## src/rtl/adc_seq_pkg.sv

```systemverilog
package adc_seq_pkg;

    typedef enum logic [2:0] {
        PH_IDLE,
        PH_SETTLE,
        PH_ARMED,
        PH_TRACK,
        PH_CAL,
        PH_CONV
    } phase_e;

    typedef struct packed {
        logic start_req;
        logic sel_chg;
    } frame_evt_t;

    typedef struct packed {
        logic track;
        logic cal;
        logic conv;
    } phase_out_t;

    function automatic phase_out_t decode_phase(phase_e p);
        phase_out_t o;
        o.track = (p == PH_SETTLE) || (p == PH_ARMED) || (p == PH_TRACK);
        o.cal   = (p == PH_CAL);
        o.conv  = (p == PH_CONV);
        return o;
    endfunction

    function automatic int max4(int a, int b, int c, int d);
        int m;
        m = a;
        if (b > m) m = b;
        if (c > m) m = c;
        if (d > m) m = d;
        return m;
    endfunction

endpackage

```

## src/rtl/adc_seq_sync_edge.sv

```systemverilog
module adc_seq_sync_edge #(
    parameter int STAGES = 2
) (
    input  logic clk,
    input  logic rst,
    input  logic pin,
    output logic rise
);
    logic [STAGES:0] sh;

    always_ff @(posedge clk) begin
        if (rst) sh <= '0;
        else     sh <= {sh[STAGES-1:0], pin};
    end

    assign rise = sh[STAGES-1] & ~sh[STAGES];
endmodule

```

## src/rtl/adc_seq_frame_track.sv

```systemverilog
module adc_seq_frame_track
    import adc_seq_pkg::*;
#(
    parameter int SEL_W = 3
) (
    input  logic             clk,
    input  logic             rst,
    input  logic             frame_stb,
    input  logic             start_bit,
    input  logic [SEL_W-1:0] in_sel,
    output frame_evt_t       evt
);
    logic             start_q;
    logic [SEL_W-1:0] sel_q;

    always_ff @(posedge clk) begin
        if (rst) begin
            start_q <= 1'b0;
            sel_q   <= '0;
        end else if (frame_stb) begin
            start_q <= start_bit;
            sel_q   <= in_sel;
        end
    end

    always_comb begin
        evt.start_req = frame_stb & start_bit & ~start_q;
        evt.sel_chg   = frame_stb & (in_sel != sel_q);
    end
endmodule

```

## src/rtl/adc_seq_phase_fsm.sv

```systemverilog
module adc_seq_phase_fsm
    import adc_seq_pkg::*;
#(
    parameter int TRACK_CYC  = 16,
    parameter int CAL_CYC    = 8,
    parameter int CONV_CYC   = 12,
    parameter int SETTLE_CYC = 10
) (
    input  logic       clk,
    input  logic       rst,
    input  logic       adc_en,
    input  logic       sync_mode,
    input  frame_evt_t evt,
    input  logic       sync_rise,
    output phase_out_t ph_out,
    output logic       valid
);
    localparam int MAXC = max4(TRACK_CYC, CAL_CYC, CONV_CYC, SETTLE_CYC);
    localparam int CNT_W = $clog2(MAXC + 1);
    localparam logic [CNT_W-1:0] TRACK_LD  = CNT_W'(TRACK_CYC - 1);
    localparam logic [CNT_W-1:0] CAL_LD    = CNT_W'(CAL_CYC - 1);
    localparam logic [CNT_W-1:0] CONV_LD   = CNT_W'(CONV_CYC - 1);
    localparam logic [CNT_W-1:0] SETTLE_LD = CNT_W'(SETTLE_CYC - 1);

    phase_e           ph;
    logic [CNT_W-1:0] cnt;
    logic             mode_q;
    logic             cnt_done;

    assign cnt_done = (cnt == '0);

    always_ff @(posedge clk) begin
        if (rst) begin
            ph     <= PH_IDLE;
            cnt    <= '0;
            mode_q <= 1'b0;
            valid  <= 1'b0;
        end else if (!adc_en) begin
            ph  <= PH_IDLE;
            cnt <= '0;
        end else begin
            case (ph)
                PH_IDLE: begin
                    if (evt.start_req) begin
                        valid  <= 1'b0;
                        mode_q <= sync_mode;
                        if (evt.sel_chg) begin
                            ph  <= PH_SETTLE;
                            cnt <= SETTLE_LD;
                        end else if (sync_mode) begin
                            ph <= PH_ARMED;
                        end else begin
                            ph  <= PH_TRACK;
                            cnt <= TRACK_LD;
                        end
                    end
                end
                PH_SETTLE: begin
                    if (cnt_done) begin
                        ph  <= mode_q ? PH_ARMED : PH_TRACK;
                        cnt <= TRACK_LD;
                    end else begin
                        cnt <= cnt - 1'b1;
                    end
                end
                PH_ARMED: begin
                    if (sync_rise) begin
                        ph  <= PH_CAL;
                        cnt <= CAL_LD;
                    end
                end
                PH_TRACK: begin
                    if (cnt_done) begin
                        ph  <= PH_CAL;
                        cnt <= CAL_LD;
                    end else begin
                        cnt <= cnt - 1'b1;
                    end
                end
                PH_CAL: begin
                    if (cnt_done) begin
                        ph  <= PH_CONV;
                        cnt <= CONV_LD;
                    end else begin
                        cnt <= cnt - 1'b1;
                    end
                end
                PH_CONV: begin
                    if (cnt_done) begin
                        ph    <= PH_IDLE;
                        valid <= 1'b1;
                    end else begin
                        cnt <= cnt - 1'b1;
                    end
                end
                default: ph <= PH_IDLE;
            endcase
        end
    end

    assign ph_out = decode_phase(ph);
endmodule

```

## src/rtl/adc_start_seq.sv

```systemverilog
module adc_start_seq
    import adc_seq_pkg::*;
#(
    parameter int SEL_W       = 3,
    parameter int SYNC_STAGES = 2,
    parameter int TRACK_CYC   = 16,
    parameter int CAL_CYC     = 8,
    parameter int CONV_CYC    = 12,
    parameter int SETTLE_CYC  = 10
) (
    input  logic             clk,
    input  logic             rst,
    input  logic             adc_en,
    input  logic             frame_stb,
    input  logic             start_bit,
    input  logic             sync_mode,
    input  logic [SEL_W-1:0] in_sel,
    input  logic             sync_pin,
    output logic             track_o,
    output logic             cal_o,
    output logic             conv_o,
    output logic             data_valid
);
    frame_evt_t evt;
    phase_out_t ph_out;
    logic       sync_rise;

    adc_seq_sync_edge #(.STAGES(SYNC_STAGES)) sync_i (
        .clk  (clk),
        .rst  (rst),
        .pin  (sync_pin),
        .rise (sync_rise)
    );

    adc_seq_frame_track #(.SEL_W(SEL_W)) frame_i (
        .clk       (clk),
        .rst       (rst),
        .frame_stb (frame_stb),
        .start_bit (start_bit),
        .in_sel    (in_sel),
        .evt       (evt)
    );

    adc_seq_phase_fsm #(
        .TRACK_CYC  (TRACK_CYC),
        .CAL_CYC    (CAL_CYC),
        .CONV_CYC   (CONV_CYC),
        .SETTLE_CYC (SETTLE_CYC)
    ) fsm_i (
        .clk       (clk),
        .rst       (rst),
        .adc_en    (adc_en),
        .sync_mode (sync_mode),
        .evt       (evt),
        .sync_rise (sync_rise),
        .ph_out    (ph_out),
        .valid     (data_valid)
    );

    assign track_o = ph_out.track;
    assign cal_o   = ph_out.cal;
    assign conv_o  = ph_out.conv;
endmodule

```

## config.mk

```make
export PLATFORM = sky130hd
export DESIGN_NAME = adc_start_seq
export DESIGN_NICKNAME = d
export VERILOG_FILES = /design/src/rtl/adc_seq_pkg.sv /design/src/rtl/adc_seq_sync_edge.sv /design/src/rtl/adc_seq_frame_track.sv /design/src/rtl/adc_seq_phase_fsm.sv /design/src/rtl/adc_start_seq.sv
export SDC_FILE = /design/constraint.sdc
export NUM_CORES = 1
export LEC_CHECK = 0
export BUFFER_PORTS_ARGS = -buffer_cell sky130_fd_sc_hd__clkbuf_2
export CAP_MARGIN = 25
export CORE_UTILIZATION = 53
export CTS_CLUSTER_DIAMETER = 200
export CTS_CLUSTER_SIZE = 24
export DETAILED_ROUTE_END_ITERATION = 16
export MAX_ROUTING_LAYER = met4
export PLACE_DENSITY_LB_ADDON = 0.1
export SETUP_SLACK_MARGIN = 0.3
export SYNTH_ARGS = -nofsm -noshare
export SYNTH_HDL_FRONTEND = slang
export SYNTH_SLANG_ARGS = --single-unit
```

## constraint.sdc

```tcl
create_clock -name clk -period 2.82 [get_ports clk]
set_input_delay 0.423 -clock clk [delete_from_list [all_inputs] [get_ports clk]]
set_output_delay 0.423 -clock clk [all_outputs]
set_load 0.01 [all_outputs]
```

[Word level (Yosys, flattened, before mapping)]
Index checks and enable logic that the tools add are counted.
Widths: inputs -> output; s select.
Storage, ports and cells
  word-level logic and storage cells: 62
  output and inout bits: 4
  register bits: 17
Cells by class
  mux-type cells: 22
  add/sub/neg operators: 1
  eq/ne operators: 14
  reduce and logical (&&, ||, !) cells: 11
  bitwise gates (word level): 7
Operators by type and width (number)
  $mux 5: 8
  $pmux 5 s6: 1
  $mux 3: 7
  $pmux 3 s6: 1
  $ne 2x1->1 const B: 5
  $eq 3x2->1 const B: 2
  $eq 3x3->1 const B: 2
  $reduce_and 6->1: 1
  $reduce_bool 6->1: 1
  $logic_not 5->1: 1
  $reduce_and 5->1: 1
  $sub 5x1->5 const B: 1
  $and 1x1->1: 4
  $mux 1: 4
  $ne 2x2->1 const B: 2
  $reduce_and 4->1: 1
  $eq 3x1->1 const B: 1
  $logic_not 3->1: 1
  $ne 3x3->1: 1
  $ne 3x3->1 const B: 1
  $not 1->1: 3
  $reduce_and 3->1: 1
  $logic_or 1x1->1: 2
  $pmux 1 s2: 1
  other kinds (2): 2

[Depth between registers and ports, before layout]
Gate-level depths: netlist of run 1.
  depth in word-level cells: 5
  mapped depth: 8
  mapped depth without buffers: 7

[Cells and area by module]
A second synthesis of run 1 with hierarchy kept.
Unflattened totals
  cells, all modules: 116
  area, all modules: 978.4 um^2
By module, submodules not included
  adc_seq_phase_fsm: instances 1, cells each 91, area each 706.9 um^2, sequential area each 200.2 um^2
  adc_seq_frame_track: instances 1, cells each 18, area each 183.9 um^2, sequential area each 80.1 um^2
  adc_seq_sync_edge: instances 1, cells each 7, area each 87.6 um^2, sequential area each 60.1 um^2

[Worst setup path after synthesis of run 1]
No wires, ideal clock.
  kind: reg2reg
  start: reg fsm_i.cnt[0]
  end: reg fsm_i.ph[1]
  data arrival time: 1.845 ns
  cell stages (with the launch flop): 9
  clock period less this slack: 1.911 ns
  required time: 2.754 ns
  buffers on the path: 1
  setup time: 0.066 ns
  slack: 0.909 ns
  cell sequence: dfxtp_1 -> inv_1 -> ha_1 -> or4b_1 -> buf_2 -> a22oi_2 -> o211ai_2 -> or3_1 -> a21oi_2
Between the ends
  cells in the longest elaborated chain, start to end: 3
  elaborated cells on any way between the ends: 6
  those cells by class: eq/ne (4); reduce/logical (2)
RTL lines
  start, declared: RTL line adc_seq_phase_fsm.sv:26  | logic [CNT_W-1:0] cnt;
  start signal, assigned: RTL line adc_seq_phase_fsm.sv:63  | cnt <= cnt - 1'b1;
  start signal, assigned: RTL line adc_seq_phase_fsm.sv:77  | cnt <= cnt - 1'b1;
  start signal, assigned: RTL line adc_seq_phase_fsm.sv:85  | cnt <= cnt - 1'b1;
  $logic_not 5->1 (*): RTL line adc_seq_phase_fsm.sv:30  | assign cnt_done = (cnt == '0);
  $ne 2x1->1 (no source line)
  $reduce_and 6->1 (no source line) (*)
  end signal, assigned: RTL line adc_seq_phase_fsm.sv:60  | ph <= mode_q ? PH_ARMED : PH_TRACK;
  end, declared: RTL line adc_seq_phase_fsm.sv:25  | phase_e ph;
Every way passes the cells marked *; elsewhere a longest branch is shown, timed or not.
A chain may end at the register's enable or synchronous reset.

[Worst setup path after layout of run 1]
  start: reg fsm_i.ph[2]
  end: out cal_o
Between the ends
  cells in the longest elaborated chain, start to end: 1
RTL lines
  $eq 3x3->1: RTL line adc_seq_pkg.sv:26  | o.cal = (p == PH_CAL);
  end, declared: RTL line adc_start_seq.sv:20  | output logic cal_o,
Every way passes these cells.

==> results.py, run 1 <==
metrics = {
    "cts": {
        "clockBufferDepth": 2,
        "clock_sinks": 17,
        "cts_setup_buffers": 0,
        "cts_tree": "built",
        "hold_buffers": 0,
        "cts_max_level": 1,
        "clk_latency_ps": 300,
        "cts_resized": 0,
        "clock-root-buffer": "clkbuf_4",
        "clkTransAtPathRegs_ps": 100,
        "numCtsBuffers": 3,
    },
    "worst_setup_path": {
        "worstPathRequired_ps": 2400,
        "critPathKind": "reg -> out",
        "arrival_ps": 1850,
        "start_kind": "flop",
        "critPathSlowestCell": "dfxtp_1",
        "reg2regPathDepth": 6,
        "max_stage_delay_ps": 760,
        "critPathCaptureType": "output port",
        "path_max_fanout": 20,
        "crit_chain": "inv_1 -> nor3_1 -> clkbuf_2",
    },
    "die": {
        "die-area_um2": 2220,
        "ios": 14,
        "die_width_um": 47.2,
        "core_area_um2": 1820,
        "initial_core_util_pct": 59.4,
        "rows": 15,
        "die-height_um": 47.2,
    },
    "worst_hold_path": {
        "hold_depth": 2,
        "hp-class": "in -> reg",
    },
    "sta": {
        "rsz0062_at_grt": "no",
        "slew_violations": 0,
        "fmax_ghz": 0.440,
        "fin_crit_sh_pct": 80.6,
        "timing_hold_violations_final": 0,
        "tns_ps": 0,
        "layout_setup_ws_ps": 547,
        "finalSetupViolCount": 0,
        "min_period_ps": 2270,
        "finClkSkew_ps": 0.821,
        "tightest_slew_ps": 662,
        "relSlewSlack_pct": 55.8,
    },
    "cells_and_area": {
        "fin_area_um2": 1180,
        "drive_above_1_share_pct": 16.0,
        "final_nets": 160,
        "final_common_cell": "dfxtp_1",
        "area_growth_pct": 8.80,
        "num_antenna_cells": 0,
        "final_core_util_pct": 64.6,
        "mostFrequentLayoutCells": "dfxtp_1, nor2_1, clkbuf_2, nand2_1",
    },
    "place": {
        "dp_hpwl_um": 1760,
        "io_buffers": 13,
        "place_area_um2": 1150,
        "post-place-ws_ps": 694,
        "gp_congestion": 0.876,
    },
    "synthesis": {
        "synth_edf_count": 0,
        "yosys.area.top_type": "dfxtp_1",
        "synth_seq_cells": 17,
        "ys_types": 45,
        "yosys.area.top_type_share_pct": 31.5,
        "synth_area_leaders": "dfxtp_1, ha_1, nor2_1",
        "netlist_instances": 135,
        "async_flop_share_pct": 0,
        "yosys_warnings": 0,
        "synthesis.area_um2": 1080,
        "syn_nets": 150,
        "synth.avg_cell_area_um2": 8.01,
        "synthFlopType": "dfxtp_1",
        "yosysSeqAreaShare_pct": 31.5,
    },
    "global_routing": {
        "antenna_found_initial": 0,
        "grtUsageTotal_pct": 24.4,
        "grt_max_degree": 21,
        "gr-total-overflow": 0,
        "grt_pass1_vias": 851,
        "grt_pass1_wl_um": 3660,
    },
    "drt": {
        "drt-pass1-iter-count": 4,
        "wl_um": 2360,
        "via_count": 1002,
        "drt_iter0_drc": 37,
        "via_per_inst": 5.93,
        "final_antenna_net_count": 0,
        "drc": 0,
        "wl_per_cell_um": 14.0,
    },
    "pwr": {
        "ir_drop_mv": 0.381,
        "power.total_uw": 522,
        "power_density_nw_per_um2": 444,
        "power_leakage_uw": 0.000505,
    },
    "status": {
        "status": "finished clean",
    },
    "run": {
        "cap_viol_max_count": 0,
    },
}
-- Yosys cell counts (2+ instances only) --
library cell / count
dfxtp_1: 17
nand4_1: 2
or4b_1: 2
nand3_1: 3
nor3_1: 3
nor2b_1: 6
a211oi_1: 2
buf_2: 2
a31oi_1: 4
mux2i_1: 5
inv_1: 5
nor2_1: 16
nand2b_1: 2
nand2_1: 10
o21ai_0: 7
ha_1: 5
xor2_1: 4
clkbuf_1: 6
a21oi_1: 7
or3_1: 2
-- through the flow --
| stage | std cells | hold slack (ps) |
|---|---|---|
| detailed placement | 165 | 424 |
| finish | 169 | 328 |
| global placement | 165 | 419 |
| CTS | 169 | 327 |
| floorplan | 135 | 414 |
| global route | 169 | 320 |
-- registers in the layout, indices dropped and copies added (netlist names) --
signal	cells
frame_i.sel_q	3
frame_i.start_q	1
fsm_i.cnt	5
fsm_i.mode_q	1
fsm_i.ph	3
fsm_i.valid	1
sync_i.sh	3
-- final cells by class --
type / count / area, um2
well taps: 25 / 31.3
multi-input cells: 104 / 686
fillers: 175 / 644
flip-flops and latches: 17 / 340
clock inverters: 1 / 5.00
inverters: 5 / 18.8
clock buffers: 3 / 22.5
repair buffers: 14 / 72.6
-- path summary, 6_finish.rpt --
check | startpoint | to | slack [ps]
worst max-delay path | fsm_i.ph[2] | cal_o | 550
worst min-delay path | sync_pin | sync_i.sh[0] | 330
worst max register to register | fsm_i.ph[2] | fsm_i.cnt[2] | 600
worst min register to register | sync_i.sh[0] | sync_i.sh[1] | 450
-- layer usage --
metal  global-route usage [%]  vias up  routed length (um)
li1                         -      505                   -
met1                     30.4      456                1130
met2                     38.3       34                1070
met3                     3.46        7                 101
met4                     12.0        0                  61
met5                        -        -                   0
-- critical path, delay by kind of cell (launching register included) --
| kind | cells | cell delay, ps |
|---|---|---|
| flip-flops | 1 | 760 |
| buffers and inverters | 2 | 450 |
| AND/OR/NAND/NOR | 1 | 340 |
-- kinds of logic after synthesis --
logic type | share of synthesized area, %
AND/OR/NAND/NOR | 24.8
buffers and inverters | 5.09
XOR/XNOR | 4.05
adder cells (fa/ha/maj) | 6.83
AO/OA/AOI/OAI | 23.1
flip-flops | 31.5
multiplexers | 4.63
-- report_power, final --
group / internal, uW / total [uW] / switching [uW]
logic: 52.7 / 122 / 69.5
registers: 251 / 265 / 14.1
clock network: 52.9 / 135 / 81.8
total: 356 / 522 / 165
No activity file was read; power rests on OpenSTA's default activity.
==> run 2, diff against run 1 <==
clock period = 2.4 ns   (was 2.82 ns; I/O delays follow)
==> run 2 against run 1 <==
Sequential power rose by 17%. Worst setup slack got worse by 160 ps. Sequential cell count did not move. Clock skew rose by 5.3 ps. Critical path type is now reg -> reg.
==> results.py, run 2 (synthesized netlist as in run 1, its figures left out) <==
metrics = {
    "status": {
        "status": "finished clean",
    },
    "drt": {
        "via_count": 996,
        "drc": 0,
        "final_antenna_net_count": 0,
        "via_per_inst": 5.76,
        "drt-pass1-iter-count": 4,
        "wl_um": 2350,
        "drt_iter0_drc": 34,
        "wl_per_cell_um": 13.6,
    },
    "cts": {
        "numCtsBuffers": 3,
        "clk_latency_ps": 290,
        "clkTransAtPathRegs_ps": 100,
        "cts_max_level": 1,
        "hold_buffers": 0,
        "clock_sinks": 17,
        "cts_tree": "built",
        "clockBufferDepth": 2,
        "clock-root-buffer": "clkbuf_4",
    },
    "sta": {
        "tightest_slew_ps": 614,
        "tns_ps": 0,
        "rsz0062_at_grt": "yes",
        "finalSetupViolCount": 0,
        "fmax_ghz": 0.497,
        "layout_setup_ws_ps": 387,
        "slew_violations": 0,
        "timing_hold_violations_final": 0,
        "finClkSkew_ps": 6.11,
        "fin_crit_sh_pct": 83.9,
        "relSlewSlack_pct": 58.7,
        "min_period_ps": 2010,
    },
    "cells_and_area": {
        "mostFrequentLayoutCells": "nor2_1, dfxtp_1, clkbuf_2, nand2_1",
        "final_nets": 164,
        "final_cells": 173,
        "top_register": "fsm_i.cnt",
        "fin_area_um2": 1220,
        "largest_reg_flops": 5,
        "num_antenna_cells": 0,
        "area_growth_pct": 12.5,
        "drive_above_1_share_pct": 20.3,
        "final_common_cell": "nor2_1",
    },
    "die": {
        "initial_core_util_pct": 59.4,
        "die_width_um": 47.2,
        "ios": 14,
        "core_area_um2": 1820,
        "die-height_um": 47.2,
        "die-area_um2": 2220,
        "rows": 15,
    },
    "worst_setup_path": {
        "critPathCaptureType": "flop",
        "worstPathRequired_ps": 2630,
        "crit_path_start": "fsm_i.cnt[1]",
        "path_max_fanout": 7,
        "max_stage_delay_ps": 520,
        "arrival_ps": 2240,
        "start_kind": "flop",
        "r2r_slack_ps": 390,
        "critPathSlowestCell": "or4b_4",
        "reg2reg_from": "fsm_i.cnt[1]",
        "crit_chain": "inv_1 -> ha_1 -> or4b_4 -> a22oi_2 -> o211ai_2 -> or3_4 -> a21oi_2",
        "critPathKind": "reg -> reg",
    },
    "worst_hold_path": {
        "hp-class": "in -> reg",
        "hp-start": "sync_pin",
    },
    "global_routing": {
        "grtUsageTotal_pct": 26.6,
        "antenna_found_initial": 0,
        "grt_pass1_vias": 919,
        "gr-total-overflow": 0,
        "grt_pass1_wl_um": 4040,
        "grt_max_degree": 16,
    },
    "place": {
        "dp.cells": 167,
        "gp_congestion": 0.832,
        "io_buffers": 13,
        "post-place-ws_ps": 331,
        "place_area_um2": 1160,
        "dp_hpwl_um": 1740,
    },
    "pwr": {
        "power_leakage_uw": 0.000523,
        "power_density_nw_per_um2": 510,
        "ir_drop_mv": 0.483,
    },
    "run": {
        "cap_viol_max_count": 0,
    },
}
-- run 2: cell types whose count changed in the layout (fill, tap and decap cells not counted), sizes merged --
cell    change
buf         +4
clkbuf      +1
clkinv      -1
-- run 2: timing repair --
| action | CTS | global route |
|---|---|---|
| buffers inserted | 0 | 2 |
| gates resized for setup | 0 | 4 |
| endpoints found under the setup margin | 0 | 4 |
-- run 2: cell type report --
| type | instances | area (um2) |
|---|---|---|
| fillers | 178 | 604 |
| flip-flops and latches | 17 | 343 |
| clock buffers | 4 | 26.3 |
| repair buffers | 18 | 103 |
| well taps | 25 | 31.3 |
| inverters | 5 | 18.8 |
| multi-input cells | 104 | 694 |
-- run 2: worst max-delay path, delay by kind of cell (launching register included) --
kind	cells	cell delay, ps
AND/OR/NAND/NOR	2	930
AO/OA/AOI/OAI	3	450
adder cells (fa/ha/maj)	1	150
flip-flops	1	350
buffers and inverters	1	80
-- run 2: routing by layer --
| layer | GRT usage [%] | up-vias | share of wire [%] | wire length (um) |
|---|---|---|---|---|
| li1 | - | 510 | - | - |
| met1 | 33.9 | 462 | 49 | 1150 |
| met4 | 5.14 | 0 | 0.64 | 15 |
| met2 | 43.3 | 22 | 47 | 1090 |
| met5 | - | - | 0 | 0 |
| met3 | 5.77 | 2 | 4.0 | 93 |
-- run 2: path summary, 6_finish.rpt --
check                 end  cells past startpoint
min          sync_i.sh[0]                      2
max           fsm_i.ph[1]                      7
min reg2reg  sync_i.sh[1]                      1
max reg2reg   fsm_i.ph[1]                      7
-- run 2: per-stage QoR --
| stage | hold WS, ps | power [uW] | utilization, % |
|---|---|---|---|
| after detailed placement | 425 | 459 | 63.9 |
| after floorplan | 414 | 423 | - |
| final | 282 | 621 | 66.8 |
| after CTS | 274 | 615 | 65.4 |
| after global routing | 276 | 659 | 66.8 |
| after global placement | 417 | 455 | 63.9 |
-- run 2: power by group --
group / switching, uW / leakage [uW] / internal [uW] / total (uW)
sequential: 13.6 / 0.000140 / 295 / 309
combinational: 86.9 / 0.000369 / 73.1 / 160
clock: 87.6 / 0.0000150 / 64.5 / 152
